### src/rtl/renorm_pkg.sv
package renorm_pkg;
  localparam int unsigned DEF_SIG_W    = 24;
  localparam int unsigned DEF_EXP_W    = 8;
  localparam int unsigned DEF_BIAS_IN  = 127;
  localparam int unsigned DEF_OEXP_W   = 11;
  localparam int unsigned DEF_BIAS_OUT = 1023;

  // combined exponent offset: out bias - two in biases + 1 (product point at bit 46 -> 47)
  function automatic int exp_offset(input int bias_in, input int bias_out);
    return bias_out - 2 * bias_in + 1;
  endfunction
endpackage

### src/rtl/renorm_lzc.sv
module renorm_lzc #(
  parameter int unsigned W  = 24,
  parameter int unsigned CW = $clog2(W + 1)
) (
  input  logic [W-1:0]  d_i,
  output logic [CW-1:0] cnt_o,
  output logic          zero_o
);
  always_comb begin
    cnt_o = CW'(W);
    for (int i = 0; i < W; i++) begin
      if (d_i[i]) cnt_o = CW'(W - 1 - i);
    end
  end

  assign zero_o = ~|d_i;
endmodule

### src/rtl/renorm_lshift.sv
module renorm_lshift #(
  parameter int unsigned W  = 48,
  parameter int unsigned SW = 6
) (
  input  logic [W-1:0]  d_i,
  input  logic [SW-1:0] amt_i,
  output logic [W-1:0]  d_o
);
  logic [W-1:0] stg [SW+1];

  assign stg[0] = d_i;

  for (genvar k = 0; k < SW; k++) begin : g_stage
    assign stg[k+1] = amt_i[k] ? (stg[k] << (1 << k)) : stg[k];
  end

  assign d_o = stg[SW];
endmodule

### src/rtl/renorm_exp.sv
module renorm_exp #(
  parameter int unsigned EXP_W    = 8,
  parameter int unsigned OEXP_W   = 11,
  parameter int unsigned BIAS_IN  = 127,
  parameter int unsigned BIAS_OUT = 1023,
  parameter int unsigned SH_W     = 6
) (
  input  logic [EXP_W-1:0]  ea_i,
  input  logic [EXP_W-1:0]  eb_i,
  input  logic [SH_W-1:0]   shamt_i,
  output logic [OEXP_W-1:0] exp_o
);
  import renorm_pkg::*;

  localparam int          OFS = exp_offset(BIAS_IN, BIAS_OUT);
  localparam int unsigned XW  = OEXP_W + 2;

  logic [XW-1:0] ea_x, eb_x, sum;

  // subnormal field 0 behaves as field 1
  assign ea_x = (ea_i == '0) ? XW'(1) : XW'(ea_i);
  assign eb_x = (eb_i == '0) ? XW'(1) : XW'(eb_i);
  assign sum  = ea_x + eb_x + XW'(OFS) - XW'(shamt_i);
  assign exp_o = sum[OEXP_W-1:0];
endmodule

### src/rtl/subnorm_prod_renorm.sv
module subnorm_prod_renorm #(
  parameter int unsigned SIG_W    = renorm_pkg::DEF_SIG_W,
  parameter int unsigned EXP_W    = renorm_pkg::DEF_EXP_W,
  parameter int unsigned BIAS_IN  = renorm_pkg::DEF_BIAS_IN,
  parameter int unsigned OEXP_W   = renorm_pkg::DEF_OEXP_W,
  parameter int unsigned BIAS_OUT = renorm_pkg::DEF_BIAS_OUT
) (
  input  logic                 clk_i,
  input  logic                 rst_ni,
  input  logic                 valid_i,
  input  logic [SIG_W-1:0]     sig_a_i,
  input  logic [EXP_W-1:0]     exp_a_i,
  input  logic [SIG_W-1:0]     sig_b_i,
  input  logic [EXP_W-1:0]     exp_b_i,
  input  logic [2*SIG_W-1:0]   prod_i,
  output logic                 valid_o,
  output logic                 zero_o,
  output logic [2*SIG_W-1:0]   prod_o,
  output logic [OEXP_W-1:0]    exp_o
);
  localparam int unsigned PROD_W = 2 * SIG_W;
  localparam int unsigned LZC_W  = $clog2(SIG_W + 1);
  localparam int unsigned SH_W   = $clog2(PROD_W + 1);

  logic [LZC_W-1:0]  cnt_a, cnt_b;
  logic              zero_a, zero_b, is_zero, fix;
  logic [SH_W-1:0]   shamt, tot;
  logic [PROD_W-1:0] pre, norm;
  logic [OEXP_W-1:0] exp_c;

  // counts run beside the multiplier, not on its output
  renorm_lzc #(.W(SIG_W), .CW(LZC_W)) u_lzc_a (
    .d_i(sig_a_i), .cnt_o(cnt_a), .zero_o(zero_a)
  );
  renorm_lzc #(.W(SIG_W), .CW(LZC_W)) u_lzc_b (
    .d_i(sig_b_i), .cnt_o(cnt_b), .zero_o(zero_b)
  );

  assign shamt   = SH_W'(cnt_a) + SH_W'(cnt_b);
  assign is_zero = zero_a | zero_b;

  renorm_lshift #(.W(PROD_W), .SW(SH_W)) u_shift (
    .d_i(prod_i), .amt_i(shamt), .d_o(pre)
  );

  // leading one is at PROD_W-1 or PROD_W-2 after the coarse shift
  assign fix  = ~pre[PROD_W-1];
  assign norm = fix ? {pre[PROD_W-2:0], 1'b0} : pre;
  assign tot  = shamt + SH_W'(fix);

  renorm_exp #(
    .EXP_W(EXP_W), .OEXP_W(OEXP_W), .BIAS_IN(BIAS_IN),
    .BIAS_OUT(BIAS_OUT), .SH_W(SH_W)
  ) u_exp (
    .ea_i(exp_a_i), .eb_i(exp_b_i), .shamt_i(tot), .exp_o(exp_c)
  );

  always_ff @(posedge clk_i or negedge rst_ni) begin
    if (!rst_ni) begin
      valid_o <= 1'b0;
      zero_o  <= 1'b0;
      prod_o  <= '0;
      exp_o   <= '0;
    end else begin
      valid_o <= valid_i;
      if (valid_i) begin
        zero_o <= is_zero;
        prod_o <= is_zero ? '0 : norm;
        exp_o  <= is_zero ? '0 : exp_c;
      end
    end
  end
endmodule

### config.mk
export PLATFORM = sky130hd
export DESIGN_NAME = subnorm_prod_renorm
export DESIGN_NICKNAME = d
export VERILOG_FILES = /design/src/rtl/renorm_pkg.sv /design/src/rtl/renorm_lzc.sv /design/src/rtl/renorm_lshift.sv /design/src/rtl/renorm_exp.sv /design/src/rtl/subnorm_prod_renorm.sv
export SDC_FILE = /design/constraint.sdc
export NUM_CORES = 1
export LEC_CHECK = 0
export BUFFER_PORTS_ARGS = -buffer_cell sky130_fd_sc_hd__buf_2
export CAP_MARGIN = 20
export CORE_UTILIZATION = 40
export CTS_CLUSTER_DIAMETER = 80
export DETAILED_ROUTE_END_ITERATION = 10
export HOLD_SLACK_MARGIN = 0.12
export PLACE_DENSITY = 0.63
export SYNTH_ARGS = -nofsm -noshare
export SYNTH_HDL_FRONTEND = slang
export SYNTH_SLANG_ARGS = --single-unit
### constraint.sdc
create_clock -name clk_i -period 1 [get_ports clk_i]
set_clock_uncertainty 0.1 [all_clocks]
set_input_delay 0.05 -clock clk_i [delete_from_list [all_inputs] [get_ports clk_i]]
set_output_delay 0.05 -clock clk_i [all_outputs]
set_load 0.01 [all_outputs]
; ---- Yosys cells after proc, flatten, opt, wreduce, memory -nomap -nowiden
; Cells that the tools add are included.
[op_classes]
n_mux = 59
add_sub_neg = 5
n_reduce_logical = 6
bitwise = 2
[op_table]
columns = operator, n
row1 = $mux W48, 8
row2 = $mux W5, 32
row3 = $mux W4, 16
row4 = $reduce_or A24 Y1, 2
row5 = $logic_not A8 Y1, 2
row6 = $mux W8, 2
row7 = $add A11 B10 Y11 const B, 1
row8 = $add A11 B11 Y11, 1
row9 = $mux W11, 1
row10 = $sub A11 B6 Y11, 1
row11 = $add A5 B5 Y6, 1
row12 = $add A6 B1 Y6, 1
row13 = $logic_not A1 Y1, 2
row14 = $not A1 Y1, 1
row15 = $or A1 B1 Y1, 1
[totals]
wordCells = 76
in_bits = 115
register_bits = 61
out_inout_bits = 61

; ---- Logic depth before layout (Yosys ltp)
[depth]
word_depth = 35
mapped_depth = 35
ltp_nobuf = 32

; ---- By module
; A second synthesis with hierarchy kept.
[unflattened]
cells_unflattened = 798
hier_area_um2 = 7450.9
[by_module_without_submodules]
columns = mod, area_each_um2, cells_each, n_inst, seq_area_each_um2
row1 = renorm_lshift, 3203.1, 393, 1, 0.0
row2 = subnorm_prod_renorm, 2921.6, 223, 1, 1526.5
row3 = renorm_exp, 723.2, 88, 1, 0.0
row4 = renorm_lzc, 301.5, 47, 2, 0.0

; ---- Least setup slack after synthesis
; Ideal clock, no wire load.
[synth_timing]
path_kind = input port to flip-flop
start = input port sig_b_i[1]
end = register exp_o[9]
n_path_buf = 2
t_arrival_ns = 6.113
setup_ns = 0.064
path_stages = 33
path_slack_ns = -5.277
t_required_ns = 0.836
cell_sequence = nand2b_1 > a21oi_1 > o21bai_1 > a21oi_1 > o21bai_1 > a21oi_1 > o21ai_0 > a221oi_1 > ha_1 > fa_1 > buf_2 > inv_1 > mux4_2 > mux4_2 > o21ai_4 > inv_4 > buf_2 > ha_1 > xor2_1 > ha_1 > fa_1 > inv_1 > ha_1 > inv_1 > fa_1 > inv_1 > a21oi_1 > o21bai_1 > a21o_1 > a21o_1 > a21o_1 > a211oi_1 > a21o_1
[synth_via]
elab_chain_len = 34
word_cells_on_any_way = 37
cone_classes = add/sub (3) / mux (30) / bitwise (2) / reduce/logical (2)
[synth_rtl]
columns = item, line
row1 = "start, declared", subnorm_prod_renorm.sv:13  ; input logic [SIG_W-1:0] sig_b_i,
row2 = $mux W4 (7 in a row), renorm_lzc.sv:12  ; if (d_i[i]) cnt_o = CW'(W - 1 - i);
row3 = $mux W5 (16 in a row), renorm_lzc.sv:12
row4 = $add A5 B5 Y6, subnorm_prod_renorm.sv:39  ; assign shamt = SH_W'(cnt_a) + SH_W'(cnt_b);
row5 = $mux W48 (6 in a row), renorm_lshift.sv:14  ; assign stg[k+1] = amt_i[k] ? (stg[k] << (1 << k)) : stg[k];
row6 = $not A1 Y1, subnorm_prod_renorm.sv:47  ; assign fix = ~pre[PROD_W-1];
row7 = $add A6 B1 Y6, subnorm_prod_renorm.sv:49  ; assign tot = shamt + SH_W'(fix);
row8 = $sub A11 B6 Y11, renorm_exp.sv:23  ; assign sum = ea_x + eb_x + XW'(OFS) - XW'(shamt_i);
row9 = $mux W11 (*), subnorm_prod_renorm.sv:69  ; exp_o <= is_zero ? '0 : exp_c;
row10 = "end signal, assigned", subnorm_prod_renorm.sv:69
row11 = "end, declared", subnorm_prod_renorm.sv:19  ; output logic [OEXP_W-1:0] exp_o
; Mark *: on every way between the ends. The rest lies on a longest branch, timed or not.
; A chain may end at the register's enable or synchronous reset.

; ---- Worst setup path after layout
[layout_timing]
start = input port sig_a_i[1]
end = register exp_o[9]
[layout_via]
elab_chain_len = 34
word_cells_on_any_way = 37
cone_classes = add/sub (3) / mux (30) / bitwise (2) / reduce/logical (2)
[layout_rtl]
columns = item, line
row1 = "start, declared", subnorm_prod_renorm.sv:11  ; input logic [SIG_W-1:0] sig_a_i,
row2 = $mux W4 (7 in a row), renorm_lzc.sv:12
row3 = $mux W5 (16 in a row), renorm_lzc.sv:12
row4 = $add A5 B5 Y6, subnorm_prod_renorm.sv:39
row5 = $mux W48 (6 in a row), renorm_lshift.sv:14
row6 = $not A1 Y1, subnorm_prod_renorm.sv:47
row7 = $add A6 B1 Y6, subnorm_prod_renorm.sv:49
row8 = $sub A11 B6 Y11, renorm_exp.sv:23
row9 = $mux W11 (*), subnorm_prod_renorm.sv:69
; Marks and branches as above.

==> results.sh <==
export IMPL_fp_coreArea_sq_um=16100
export IMPL_syn_inst=745
export IMPL_syn_area_sq_um=6710
export IMPL_synthArstFlopShare=1.00
export IMPL_cp_required_ps=1180
export IMPL_synth_seq_cells=61
export IMPL_drt_wl_total_um=27700
export IMPL_nFillCells=1122
export IMPL_yosysTopAreaCellShare=0.227
export IMPL_tightest_slew_ps=538
export IMPL_violations="negative setup slack"
export IMPL_cts_reportedPaths_clkPinSlew_ps=60
export IMPL_syn_nets=893
export IMPL_avgSynthCellArea_sq_um=9.01
export IMPL_first_global_vias=8236
export IMPL_antenna_diode_count=0
export IMPL_ys_seq_area_frac=0.227
export IMPL_fp_dieArea_sq_um=17300
export IMPL_crit_type="input pin to register"
export IMPL_drtIter0Drc=625
export IMPL_area_growth_pct=77.1
export IMPL_finalSetupViolations=107
export IMPL_multiInputGateArea_sq_um=5620
export IMPL_num_rows=46
export IMPL_hold_path_class="input pin to async pin"
export IMPL_overflow=0
export IMPL_die_x_um=132
export IMPL_nets=1362
export IMPL_dr_pass1_iters=5
export IMPL_tritoncts="yes"
export IMPL_vias=8252
export IMPL_clock_root_buffer="clkbuf_16"
export IMPL_cts_path_max_buffers=2
export IMPL_vdd_drop_max_mv=1.05
export IMPL_drc_errors=0
export IMPL_slowest_delay_ps=540
export IMPL_hold_viol=0
export IMPL_whs_ps=52.8
export IMPL_r2r_end="prod_o[17]$_DFFE_PN0P_"
export IMPL_period_needed_ps=5900
export IMPL_grt_pass1_wl_um=41900
export IMPL_fmax_mhz=169
export IMPL_synth_edf_count=0
export IMPL_cp_max_fo=4
export IMPL_start_util=0.417
export IMPL_outcome="finished, violations left"
export IMPL_worst_slack_ps=-4900
export IMPL_synthFlopType="dfrtp_1"
export IMPL_grt_use_total=0.305
export IMPL_grt_antenna_before_repair=0
export IMPL_r2r_cells=3
export IMPL_dp_cells=1306
export IMPL_ys_types=57
export IMPL_r2r_start="prod_o[17]$_DFFE_PN0P_"
export IMPL_worstPathArrival_ps=6090
export IMPL_cp_start_kind="input pin"
export IMPL_power_density_nw_per_um2=1740
export IMPL_antenna_left=0
export IMPL_crit_path_top_delay_cell="mux4_2"
export IMPL_dp_hpwl_um=18300
export IMPL_rsz0062_at_grt="yes"
export IMPL_synth_top_area_cell="dfrtp_1"
export IMPL_viasPerCell=5.75
export IMPL_grt_max_degree=38
export IMPL_fin_crit_sh=5.90
export IMPL_slew_viol_final=0
export IMPL_wl_met2_um=13900
export IMPL_clkSinkCount=61
export IMPL_r2r_setup_slack_ps=-60
export IMPL_leakagePower_nw=5.73
export IMPL_dr_max_layer_used="met4"
export IMPL_wl_per_cell_um=19.3
export IMPL_endpoint_kind="register"
export IMPL_clk_latency_ps=340
export IMPL_regArea_sq_um=1530
export IMPL_cap_violations=0
export IMPL_slew_headroom=0.641
export IMPL_ios=176
export IMPL_ys_top_cells_by_area="dfrtp_1 23%, mux4_2 12%, mux2i_1 11%"
export IMPL_yosys_warnings=0
export IMPL_die_h_um=132
export IMPL_cts_buffers=9
export IMPL_dr_wl_met3_um=1670
export IMPL_fin_cells=1434
export IMPL_drive_gt1_frac=0.583
export IMPL_numPortBuffers=175
export IMPL_h_tree_depth=3
export IMPL_wl_met1_um=11200
export IMPL_routabilityCongestion=0.950
[layout make-up]
type,count,share of cell area
Multi-Input combinational cell,581,0.472
Sequential cell,61,0.128
Clock buffer,12,0.0216
Timing Repair Buffer,517,0.339
Inverter,44,0.0145
Tap cell,216,0.0227
Clock inverter,3,0.00179
[critical path, delay by kind of cell]
kind                       cells  cell delay [ps]
muxes                          2             1050
AOI/OAI and AO/OA             15             2160
xor gates and xnor gates       1              150
buffers and inverters          7              570
and+or+nand+nor                1              130
adders and majority gates      7             1990
[per-layer routing]
metal  track usage  vias to the layer above
met4         0.127                        0
met3        0.0498                       87
met1         0.385                     4012
met5             0                        -
met2         0.517                      385
li1              -                     3768
[placed cells by master, fill, tap and decap left out, types with 10 or more instances in the layout]
cell type	instances
buf_4	289
buf_2	158
nand2_1	72
mux2i_1	61
dfrtp_1	61
buf_6	39
mux4_2	38
o2bb2ai_1	35
nor2_1	34
inv_1	33
nor3_1	24
nand3_1	22
a21oi_1	22
ha_1	18
nor2_4	16
o21ai_0	13
clkbuf_16	13
buf_12	13
a21oi_2	11
a221o_1	11
mux2i_2	11
a21o_1	10
[report_power, final]
group | total, W | switching [W] | internal (W)
Clock | 0.00297 | 0.00117 | 0.00180
Sequential | 0.00381 | 0.000522 | 0.00329
Combinational | 0.0139 | 0.00641 | 0.00748
Total | 0.0207 | 0.00810 | 0.0126
[cell families after synthesis]
| kind of cell | synth area share |
|---|---|
| adders and majority gates | 0.0693 |
| buffers and inverters | 0.0705 |
| muxes | 0.260 |
| xor gates and xnor gates | 0.0207 |
| and+or+nand+nor | 0.147 |
| AOI/OAI and AO/OA | 0.206 |
| DFF | 0.227 |
[repair_timing]
| item | in CTS | in global routing |
|---|---|---|
| endpoints found under the setup margin | 120 | 121 |
| setup buffers | 74 | 36 |
| gates cloned | 9 | 4 |
| pin swaps | 37 | 28 |
| hold buffers | 2 | 3 |
| gates resized for setup | 139 | 83 |
| hold endpoints to repair | 66 | 13 |
[registers in the layout (all words and copies together) (netlist names)]
name,count
exp_o,11
prod_o,48
valid_o,1
zero_o,1
[Yosys cell counts, drive strengths merged (7+ instances only)]
cell type,instances
clkbuf,33
xnor2,10
mux2i,76
inv,44
nand3,26
o2bb2ai,42
mux2,11
nor2,52
o21ai,23
ha,26
nor3,31
mux4,38
a21oi,38
a221o,11
a21o,10
a22oi,10
nand2,76
dfrtp,61
buf,26
fa,7
nor4,13
[how the worst max path moves through the flow]
stage / start / to / cells after the start
4_1_cts: sig_b_i[1] / exp_o[9]$_DFFE_PN0P_ / 33
5_1_grt: sig_a_i[1] / exp_o[9]$_DFFE_PN0P_ / 33
6_report: sig_a_i[1] / exp_o[9]$_DFFE_PN0P_ / 33
2_1_floorplan: sig_a_i[1] / exp_o[9]$_DFFE_PN0P_ / 33
3_5_place_dp: sig_b_i[0] / exp_o[9]$_DFFE_PN0P_ / 32
3_3_place_gp: sig_b_i[17] / exp_o[9]$_DFFE_PN0P_ / 31
[stage by stage]
step | setup TNS [ps] | total power, W | utilization | setup WS, ps | cell area [sq um]
CTS | -185630 | 0.0190 | 0.702 | -4740 | 11300
global placement | -211900 | 0.0129 | 0.598 | -5170 | 9640
detailed placement | -216540 | 0.0131 | 0.598 | -5330 | 9640
global route | -204390 | 0.0216 | 0.738 | -5190 | 11900
finish | -189710 | 0.0207 | 0.738 | -4900 | 11900
floorplan | -180360 | 0.00912 | - | -5020 | 7010
Power figures use the tool's default switching activity.
